`src/rtl/spd_pkg.sv`:
```
// Shared types and constants for the presence-detect serial memory target.
// Assumes an 8-bit byte pointer and a 256-byte store.
package spd_pkg;

    typedef enum logic [2:0] {
        ST_IDLE,    // waiting for START
        ST_RX,      // shifting in a byte
        ST_ACKSET,  // byte taken, drive acknowledge on next SCL fall
        ST_ACKHOLD, // acknowledge driven, release on next SCL fall
        ST_TX,      // shifting out a byte
        ST_TXACK,   // sample host acknowledge on SCL rise
        ST_TXNEXT,  // host acknowledged, load next byte on SCL fall
        ST_WAIT     // silent until START or STOP
    } spd_state_e;

    typedef enum logic [1:0] {
        K_ADDR,
        K_PTR,
        K_DATA
    } spd_kind_e;

    localparam logic [3:0] SPD_PREFIX = 4'b1010;

    // Reset content of the protected half: byte i holds i*29 + 0x17.
    function automatic logic [7:0] spd_rom_byte(input logic [7:0] idx);
        return idx * 8'd29 + 8'h17;
    endfunction

endpackage

```
`src/rtl/spd_deglitch.sv`:
```
// Two-flop synchroniser followed by a stability filter. The output takes a
// new level only after the synchronised input has held it for FILT_CYCLES
// consecutive clocks. Assumes the idle line level is high.
module spd_deglitch #(
    parameter int FILT_CYCLES = 25
) (
    input  logic clk,
    input  logic rst_n,
    input  logic line_i,
    output logic line_o
);
    localparam int CW = $clog2(FILT_CYCLES + 1);

    logic [1:0]    sync_q;
    logic [CW-1:0] cnt_q;
    logic          level_q;

    // Synchronise and accept a new level only once it has been stable.
    always_ff @(posedge clk) begin
        if (!rst_n) begin
            sync_q  <= 2'b11;
            cnt_q   <= '0;
            level_q <= 1'b1;
        end else begin
            sync_q <= {sync_q[0], line_i};
            if (sync_q[1] == level_q) begin
                cnt_q <= '0;
            end else if (cnt_q == CW'(FILT_CYCLES - 1)) begin
                level_q <= sync_q[1];
                cnt_q   <= '0;
            end else begin
                cnt_q <= cnt_q + 1'b1;
            end
        end
    end

    assign line_o = level_q;


    follow_stable_chk: assert property (@(posedge clk) disable iff (!rst_n)
        (level_q != $past(level_q)) |-> ($past(sync_q[1]) == level_q));

endmodule

```
`src/rtl/spd_bus_events.sv`:
```
// Turns filtered SCL/SDA levels into one-cycle events: SCL rise and fall,
// and START / STOP (SDA edge while SCL stays high). Assumes filtered inputs.
module spd_bus_events (
    input  logic clk,
    input  logic rst_n,
    input  logic scl_i,
    input  logic sda_i,
    output logic scl_rise_o,
    output logic scl_fall_o,
    output logic start_o,
    output logic stop_o
);
    logic scl_q;
    logic sda_q;

    // Remember last cycle's line levels.
    always_ff @(posedge clk) begin
        if (!rst_n) begin
            scl_q <= 1'b1;
            sda_q <= 1'b1;
        end else begin
            scl_q <= scl_i;
            sda_q <= sda_i;
        end
    end

    assign scl_rise_o = scl_i & ~scl_q;
    assign scl_fall_o = ~scl_i & scl_q;
    assign start_o    = scl_i & scl_q & sda_q & ~sda_i;
    assign stop_o     = scl_i & scl_q & ~sda_q & sda_i;

endmodule

```
`src/rtl/spd_store.sv`:
```
// 2^ADDR_W byte store. The lower half is loaded by reset and locked against
// writes; the upper half resets to 0xFF and accepts writes. Reads are
// combinational from raddr_i.
module spd_store #(
    parameter int ADDR_W = 8
) (
    input  logic              clk,
    input  logic              rst_n,
    input  logic              we_i,
    input  logic [ADDR_W-1:0] waddr_i,
    input  logic [7:0]        wdata_i,
    input  logic [ADDR_W-1:0] raddr_i,
    output logic [7:0]        rdata_o
);
    import spd_pkg::*;

    localparam int DEPTH = 1 << ADDR_W;
    localparam int LOCKED = DEPTH / 2;

    logic [7:0] mem [DEPTH];

    // Load identity contents at reset; store writes to the open half only.
    always_ff @(posedge clk) begin
        if (!rst_n) begin
            for (int i = 0; i < DEPTH; i++) begin
                mem[i] <= (i < LOCKED) ? spd_rom_byte(8'(i)) : 8'hFF;
            end
        end else if (we_i && waddr_i[ADDR_W-1]) begin
            mem[waddr_i] <= wdata_i;
        end
    end

    assign rdata_o = mem[raddr_i];


    lower_locked_chk: assert property (@(posedge clk) disable iff (!rst_n)
        (we_i && !waddr_i[ADDR_W-1]) |=> (mem[$past(waddr_i)] == $past(mem[waddr_i])));

endmodule

```
`src/rtl/spd_target.sv`:
```
// Two-wire serial bus target for a 256-byte presence-detect store.
// Address {1010, strap}, pointer-then-data writes, auto-increment reads,
// repeated START, and a busy window after a STOP that ended a write.
// Assumes a host that changes SDA only while SCL is low outside START/STOP.
module spd_target #(
    parameter int FILT_CYCLES = 25,
    parameter int WR_CYCLES   = 2_500_000
) (
    input  logic       clk,
    input  logic       rst_n,
    input  logic       scl_i,
    input  logic       sda_i,
    input  logic [2:0] strap_i,
    output logic       sda_oe_o
);
    import spd_pkg::*;

    localparam int ADDR_W = 8;
    localparam int BW     = $clog2(WR_CYCLES + 1);

    logic scl_f, sda_f;
    logic scl_rise, scl_fall, start, stop;

    spd_state_e        st_q;
    spd_kind_e         kind_q;
    logic [3:0]        bitcnt_q;
    logic [7:0]        shreg_q;
    logic [ADDR_W-1:0] ptr_q;
    logic              rw_q;
    logic              wrote_q;
    logic              oe_q;
    logic [BW-1:0]     busy_q;

    logic [7:0] rx_byte;
    logic [7:0] rdata;
    logic       we;

    spd_deglitch #(.FILT_CYCLES(FILT_CYCLES)) u_scl_filt (
        .clk(clk), .rst_n(rst_n), .line_i(scl_i), .line_o(scl_f));
    spd_deglitch #(.FILT_CYCLES(FILT_CYCLES)) u_sda_filt (
        .clk(clk), .rst_n(rst_n), .line_i(sda_i), .line_o(sda_f));

    spd_bus_events u_events (
        .clk(clk), .rst_n(rst_n), .scl_i(scl_f), .sda_i(sda_f),
        .scl_rise_o(scl_rise), .scl_fall_o(scl_fall),
        .start_o(start), .stop_o(stop));

    assign rx_byte = {shreg_q[6:0], sda_f};
    assign we = (st_q == ST_RX) && scl_rise && !start && !stop &&
                (bitcnt_q == 4'd7) && (kind_q == K_DATA);

    spd_store #(.ADDR_W(ADDR_W)) u_store (
        .clk(clk), .rst_n(rst_n), .we_i(we), .waddr_i(ptr_q),
        .wdata_i(rx_byte), .raddr_i(ptr_q), .rdata_o(rdata));

    // Busy window: armed by a STOP closing a write, counts down to zero.
    always_ff @(posedge clk) begin
        if (!rst_n) begin
            busy_q <= '0;
        end else if (stop && wrote_q) begin
            busy_q <= BW'(WR_CYCLES);
        end else if (busy_q != '0) begin
            busy_q <= busy_q - 1'b1;
        end
    end

    // Protocol sequencer: address match, acknowledge, receive and transmit.
    always_ff @(posedge clk) begin
        if (!rst_n) begin
            st_q     <= ST_IDLE;
            kind_q   <= K_ADDR;
            bitcnt_q <= '0;
            shreg_q  <= '0;
            ptr_q    <= '0;
            rw_q     <= 1'b0;
            wrote_q  <= 1'b0;
            oe_q     <= 1'b0;
        end else if (start) begin
            st_q     <= ST_RX;
            kind_q   <= K_ADDR;
            bitcnt_q <= '0;
            oe_q     <= 1'b0;
        end else if (stop) begin
            st_q    <= ST_IDLE;
            oe_q    <= 1'b0;
            wrote_q <= 1'b0;
        end else begin
            case (st_q)
                ST_RX: if (scl_rise) begin
                    shreg_q  <= rx_byte;
                    bitcnt_q <= bitcnt_q + 1'b1;
                    if (bitcnt_q == 4'd7) begin
                        case (kind_q)
                            K_ADDR: begin
                                if (rx_byte[7:1] == {SPD_PREFIX, strap_i} && busy_q == '0) begin
                                    rw_q <= rx_byte[0];
                                    st_q <= ST_ACKSET;
                                end else begin
                                    st_q <= ST_WAIT;
                                end
                            end
                            K_PTR: begin
                                ptr_q  <= rx_byte;
                                kind_q <= K_DATA;
                                st_q   <= ST_ACKSET;
                            end
                            default: begin
                                ptr_q   <= ptr_q + 1'b1;
                                wrote_q <= 1'b1;
                                st_q    <= ST_ACKSET;
                            end
                        endcase
                    end
                end
                ST_ACKSET: if (scl_fall) begin
                    oe_q <= 1'b1;
                    st_q <= ST_ACKHOLD;
                end
                ST_ACKHOLD: if (scl_fall) begin
                    bitcnt_q <= '0;
                    if (kind_q == K_ADDR && rw_q) begin
                        shreg_q <= rdata;
                        ptr_q   <= ptr_q + 1'b1;
                        oe_q    <= ~rdata[7];
                        st_q    <= ST_TX;
                    end else begin
                        oe_q <= 1'b0;
                        st_q <= ST_RX;
                        if (kind_q == K_ADDR) kind_q <= K_PTR;
                    end
                end
                ST_TX: begin
                    if (scl_rise) bitcnt_q <= bitcnt_q + 1'b1;
                    if (scl_fall) begin
                        if (bitcnt_q == 4'd8) begin
                            oe_q <= 1'b0;
                            st_q <= ST_TXACK;
                        end else begin
                            shreg_q <= {shreg_q[6:0], 1'b0};
                            oe_q    <= ~shreg_q[6];
                        end
                    end
                end
                ST_TXACK: if (scl_rise) begin
                    st_q <= sda_f ? ST_WAIT : ST_TXNEXT;
                end
                ST_TXNEXT: if (scl_fall) begin
                    shreg_q  <= rdata;
                    ptr_q    <= ptr_q + 1'b1;
                    oe_q     <= ~rdata[7];
                    bitcnt_q <= '0;
                    st_q     <= ST_TX;
                end
                default: ;
            endcase
        end
    end

    assign sda_oe_o = oe_q;


    idle_quiet_chk: assert property (@(posedge clk) disable iff (!rst_n)
        (st_q == ST_IDLE) |-> !sda_oe_o);


    wait_quiet_chk: assert property (@(posedge clk) disable iff (!rst_n)
        (st_q == ST_WAIT) |-> !sda_oe_o);


    busy_no_ack_chk: assert property (@(posedge clk) disable iff (!rst_n)
        (busy_q != '0) |-> !(st_q == ST_ACKSET && kind_q == K_ADDR));


    oe_scl_low_chk: assert property (@(posedge clk) disable iff (!rst_n)
        (sda_oe_o != $past(sda_oe_o)) && !$past(start) && !$past(stop) |-> !$past(scl_f));


    stop_release_chk: assert property (@(posedge clk) disable iff (!rst_n)
        stop |=> (st_q == ST_IDLE) && !sda_oe_o);

endmodule

```
`config.mk`:
```
export PLATFORM = sky130hd
export DESIGN_NAME = spd_target
export DESIGN_NICKNAME = d
export VERILOG_FILES = /design/src/rtl/spd_pkg.sv /design/src/rtl/spd_deglitch.sv /design/src/rtl/spd_bus_events.sv /design/src/rtl/spd_store.sv /design/src/rtl/spd_target.sv
export SDC_FILE = /design/constraint.sdc
export NUM_CORES = 2
export LEC_CHECK = 0
export CORE_MARGIN = 1.5
export CORE_UTILIZATION = 57
export DETAILED_ROUTE_END_ITERATION = 8
export PLACE_DENSITY = 0.75
export SETUP_SLACK_MARGIN = 0.5
export SLEW_MARGIN = 20
export SYNTH_ARGS = -nofsm -noshare
export SYNTH_HDL_FRONTEND = slang
export SYNTH_SLANG_ARGS = --single-unit
```
`constraint.sdc`:
```
create_clock -name clk -period 3.2 [get_ports clk]
set_clock_uncertainty 0.1 [all_clocks]
set_input_delay 0.96 -clock clk [delete_from_list [all_inputs] [get_ports clk]]
set_output_delay 0.96 -clock clk [all_outputs]
set_load 0.01 [all_outputs]
```
### Word level (Yosys, flattened, before mapping)

Memory sizes are Yosys's and may differ from the RTL's. A register that Yosys moved wholly into a read port is not among the register bits.
Index checks and enable logic that the tools add are counted.

* add/subtract/negate cells: 5
* equal/unequal tests: 40
* mux-type cells: 62
* bitwise operators: 18
* reduce and logical (&&, ||, !) cells: 45

Operator list (count)
* 8-bit 2-to-1 mux: 9
* 22-bit 2-to-1 mux: 2
* 7-bit 2-to-1 mux: 6
* 9-bit AND reduction: 4
* 3-bit 2-to-1 mux: 11
* 4-bit != test (second input constant): 7
* 7-bit case mux with 4 select lines: 1
* 2-bit != test (second input constant): 12
* 8-bit case mux with 3 select lines: 1
* 22-bit logical NOT: 1
* 22-bit nonzero test: 1
* 22-bit by 1-bit subtractor with 22-bit output (second input constant): 1
* 1-bit 2-to-1 mux: 19
* 3-bit case mux with 6 select lines: 1
* 8-bit case mux with 2 select lines: 1
* 2-bit 2-to-1 mux: 6
* 2-bit nonzero test: 6
* 1-bit inverter: 11
* 5-bit by 1-bit adder with 5-bit output (second input constant): 2
* 5-bit == test (second input constant): 2
* 2-bit by 1-bit != test with 1-bit output (second input constant): 5
* 5-bit AND reduction: 2
* 2-bit OR reduction: 5
* 3-bit == test (second input constant): 3
* 29 further kinds: 51

* register bits after elaboration: 67
* memory bits (writable): 2048
* output and inout bits: 1
* logic and storage cells: 190
* memories kept: 1

Memories
* u_store.mem: depth 256, width 8, rd ports 1, clocked after memory_dff 1, wr ports 256, RTL line spd_store.sv:20 `logic [7:0] mem [DEPTH];`

### Logic depth before layout (Yosys ltp)

* word-level depth: 14
* gate-level depth with buffers: 13

### Modules after synthesis

Synthesis repeated with hierarchy kept, for this count alone.

* cells, all modules: 5468
* area total of the unflattened synthesis: 90988.5 µm²

Modules (own cells, without submodules)
* spd_store: instances 1, cells each 5036, area each 87371.3 µm², sequential area each 61499.0 µm²
* spd_target: instances 1, cells each 364, area each 2891.5 µm², sequential area each 980.9 µm²
* spd_deglitch: instances 2, cells each 30, area each 320.3 µm², sequential area each 160.2 µm²
* spd_bus_events: instances 1, cells each 8, area each 85.1 µm², sequential area each 40.0 µm²

### Worst setup path after synthesis

OpenSTA, ideal clock, no wires.

* kind: input -> register
* from: in rst_n
* to: mem u_store.mem[255][0] (enable)
* library setup time: 0.384 ns
* data arrival time: 2.750 ns
* required time: 2.716 ns
* slack: -0.034 ns
* stages on the path: 6
* cell sequence: clkbuf_1 > o21ai_1 > nor4b_4 > nand2_1 > clkbuf_1 > o21ai_0

RTL lines
* start: declaration: RTL line spd_target.sv:10 `input logic rst_n,`
* end: declaration: RTL line spd_store.sv:20

==> flow_summary.ini <==
[hold_path]
holdPathEnd = u_scl_filt.sync_q[1]$_SDFF_PN1_
whs_path_depth = 1
holdCritStartpoint = u_scl_filt.sync_q[0]$_SDFF_PN1_
hp-class = reg -> reg

[pwr]
power_density_nw_per_um2 = 570
leakagePower_nw = 39.4
seqPwrFrac_pct = 52.2
ir_worst_vdd_mv = 0.646
intPower_mw = 48.7
power_frac_clock_pct = 37.8
total_power_mw = 63.5
power.share.switching_pct = 23.4
p_comb_share_pct = 10.0
switchingPower_mw = 14.8

[yosys]
synth_area_leaders = edfxtp_1 (68%), mux4_2 (12%), or2_2 (5.6%), mux2i_1 (1.7%), dfxtp_1 (1.7%)
synthFlopType = edfxtp_1
ys_warn_count = 0
syn-cell-area_um2 = 90300
async_flop_share_pct = 0
ys_types = 72
synth_top_cell_by_area = edfxtp_1
synth-edff-count = 2048
seq_area_frac_synth_pct = 69.8
synth_top_area_share_pct = 68.1
synth-seq-cells = 2123
syn_avg_cell_area_um2 = 16.6
syn_inst = 5451

[worst_setup_path]
rrSetupSlack_ns = 0.08
cp-start-kind = register
cp_max_fo = 8
crit_type = reg -> reg
r2r-end = shreg_q[0]$_SDFFE_PN0P_
required_ns = 3.85
rr_worst_depth = 12
endpoint_kind = register
crit_arrival_ns = 3.77

[placement]
dpl-instance-area_um2 = 100000
place.gp.congestion = 0.911
portBuffers = 7
dp_hpwl_um = 153000

[floorplanning]
dieArea_um2 = 161000
initial_core_util_pct = 57.6
die_x_um = 401
die_h_um = 401
ios = 8
rows = 145
core-area_um2 = 157000

[route]
firstDrtPassIters = 8
drt-initial-drc-count = 6494
routed_via_density = 5.86
num_vias = 53801
wirelength_um = 239000
wire_per_inst_um = 26.1
ant_nets = 0
drc = 0

[layout]
finalInstanceArea_um2 = 112000
final_nets = 6974
drive_gt1_share_pct = 36.5
area_delta_synth_final_pct = 23.6
final_common_cell = edfxtp_1
nFillCells = 9402
layout_common_cells = edfxtp_1 (2048), conb_1 (1024), or2_2 (683), mux4_2 (476), buf_4 (440)

[global_route]
grt_pass1_wl_um = 344000
grt_util_met3_pct = 6.17
grt_pass1_vias = 53464
use_met1_pct = 38.3
grt.busiest_layer = met2
grt.total_usage_pct = 29.3
grt_antenna_before_repair = 3
use_met2_pct = 48.4
grt_max_degree = 132
overflow = 0

[flow_run]
cap_violations = 0

[cts]
cts_tree = done
clk_latency_ns = 0.87
cts.htree.levels = 4
cts_inserted_buffers = 207
clock-sinks = 2123
ctsHoldBuffers = 0
clk_pin_slew_ns = 0.07
cts-root-buf = clkbuf_16
ctsLongestPathBuffers = 3

[timing]
finalSetupViolCount = 0
tightest_slew_ns = 1.16
rsz0062_at_grt = yes
layout_min_cycle_time_ns = 3.12
setup_tns_ns = 0
fin_crit_sh_pct = 97.5
timing.final.max_slew_violations = 0
max_freq_mhz = 320
slew_headroom_pct = 22.6
hold_viol = 0

[status]
status = finished, final reports clean
cells by family after synthesis:
family | share of synthesized area [%]
compound gates | 3.01
fa+ha+maj | 0.180
xor+xnor | 0.291
flops | 69.8
other cells | 0.00832
mux | 13.7
simple gates | 10.4
buf+inv | 2.56
stage by stage:
step / util, % / instances / hold slack, ns / setup WS (ns)
finish: 71.2 / 9184 / 0.309 / 0.0793
global route: 71.2 / 9183 / 0.299 / 0.0539
CTS: 69.9 / 9114 / 0.276 / 0.0816
detailed placement: 63.8 / 8640 / 0.296 / -0.617
global placement: 63.8 / 8640 / 0.301 / -0.576
floorplan: - / 6473 / 0.286 / 0.186
synthesized netlist by cell type (all sizes together) (14+ instances only):
cell type  count
nand2        320
nor3          39
nor2         104
xnor2         14
and2          14
a22oi        101
a211oi        20
a21oi        100
edfxtp      2048
dfxtp         75
o21ai         47
nand3        175
nand2b       123
mux4         476
o22ai         29
mux2i        157
clkbuf       239
inv          149
or2          807
a31oi         22
or3           17
nand4         16
o221ai        27
buf          148
xor2          16
nor2b         29
worst max-delay path: stages (launching register included):
cell and delay, ns:
dfxtp_4 0.38, buf_12 0.20, buf_12 0.14, buf_16 0.15
buf_12 0.13, mux4_2 0.54, a22o_1 0.30, a221oi_2 0.20
buf_4 0.19, o22ai_2 0.12, a211oi_2 0.27, o211ai_1 0.13
nor3b_1 0.15
routing by layer:
layer | part of all wire [%] | vias up | wire, um
li1 | - | 22902 | -
met1 | 37 | 27217 | 87700
met2 | 49 | 3106 | 117000
met3 | 9.9 | 570 | 23800
met4 | 4.4 | 6 | 10600
met5 | 0.052 | - | 125
layout make-up:
class	instances	area, um^2	area share (%)
timing repair buffer	659	7180	6.44
antenna	1	2.50	0.00224
inverter	151	569	0.510
multi-input combinational	3812	31500	28.3
tap	2058	2570	2.31
clock buffer	256	5440	4.87
clock inverter	124	1200	1.07
sequential	2123	63100	56.5
power by group through the flow:
stage	Combinational (mW)	Sequential (mW)	Clock, mW
CTS	6.09	33.1	24.1
finish	6.37	33.2	24.0
floorplan	3.71	33.3	0
detailed placement	5.63	33.7	0
global placement	5.53	33.6	0
global route	6.74	33.3	25.2
worst max-delay path by stage:
stage	slack, ns	from	to
2_1_floorplan	0.19	rst_n	u_store.mem[163][0]$_SDFFCE_PN1P_
3_3_place_gp	-0.58	register	shreg_q[2]$_SDFFE_PN0P_
3_5_place_dp	-0.62	register	shreg_q[2]$_SDFFE_PN0P_
4_1_cts	0.08	sda_oe_o$_SDFFE_PP0P_	sda_oe_o
5_1_grt	0.05	register	shreg_q[0]$_SDFFE_PN0P_
6_report	0.08	register	shreg_q[0]$_SDFFE_PN0P_
registers in the layout, indices dropped and copies added, names as in the netlist, named ones only:
| register | flops |
|---|---|
| u_store.mem | 2048 |
| busy_q | 22 |
| ptr_q | 8 |
| shreg_q | 7 |
| u_scl_filt.cnt_q | 5 |
| u_sda_filt.cnt_q | 5 |
| bitcnt_q | 4 |
| st_q | 3 |
| kind_q | 2 |
| u_scl_filt.sync_q | 2 |
| u_sda_filt.sync_q | 2 |
| rw_q | 1 |
| sda_oe_o | 1 |
| u_events.scl_q | 1 |
| u_events.sda_q | 1 |
| u_scl_filt.line_o | 1 |
| u_sda_filt.line_o | 1 |
| wrote_q | 1 |
repair_timing:
| item | in CTS | in global routing |
|---|---|---|
| endpoints found under the setup margin | 1960 | 1972 |
| pin swaps | 64 | 61 |
| gates cloned | 16 | 3 |
| resized for setup | 382 | 347 |
| buffers inserted | 78 | 66 |
No activity file was read; power rests on OpenSTA's default activity.
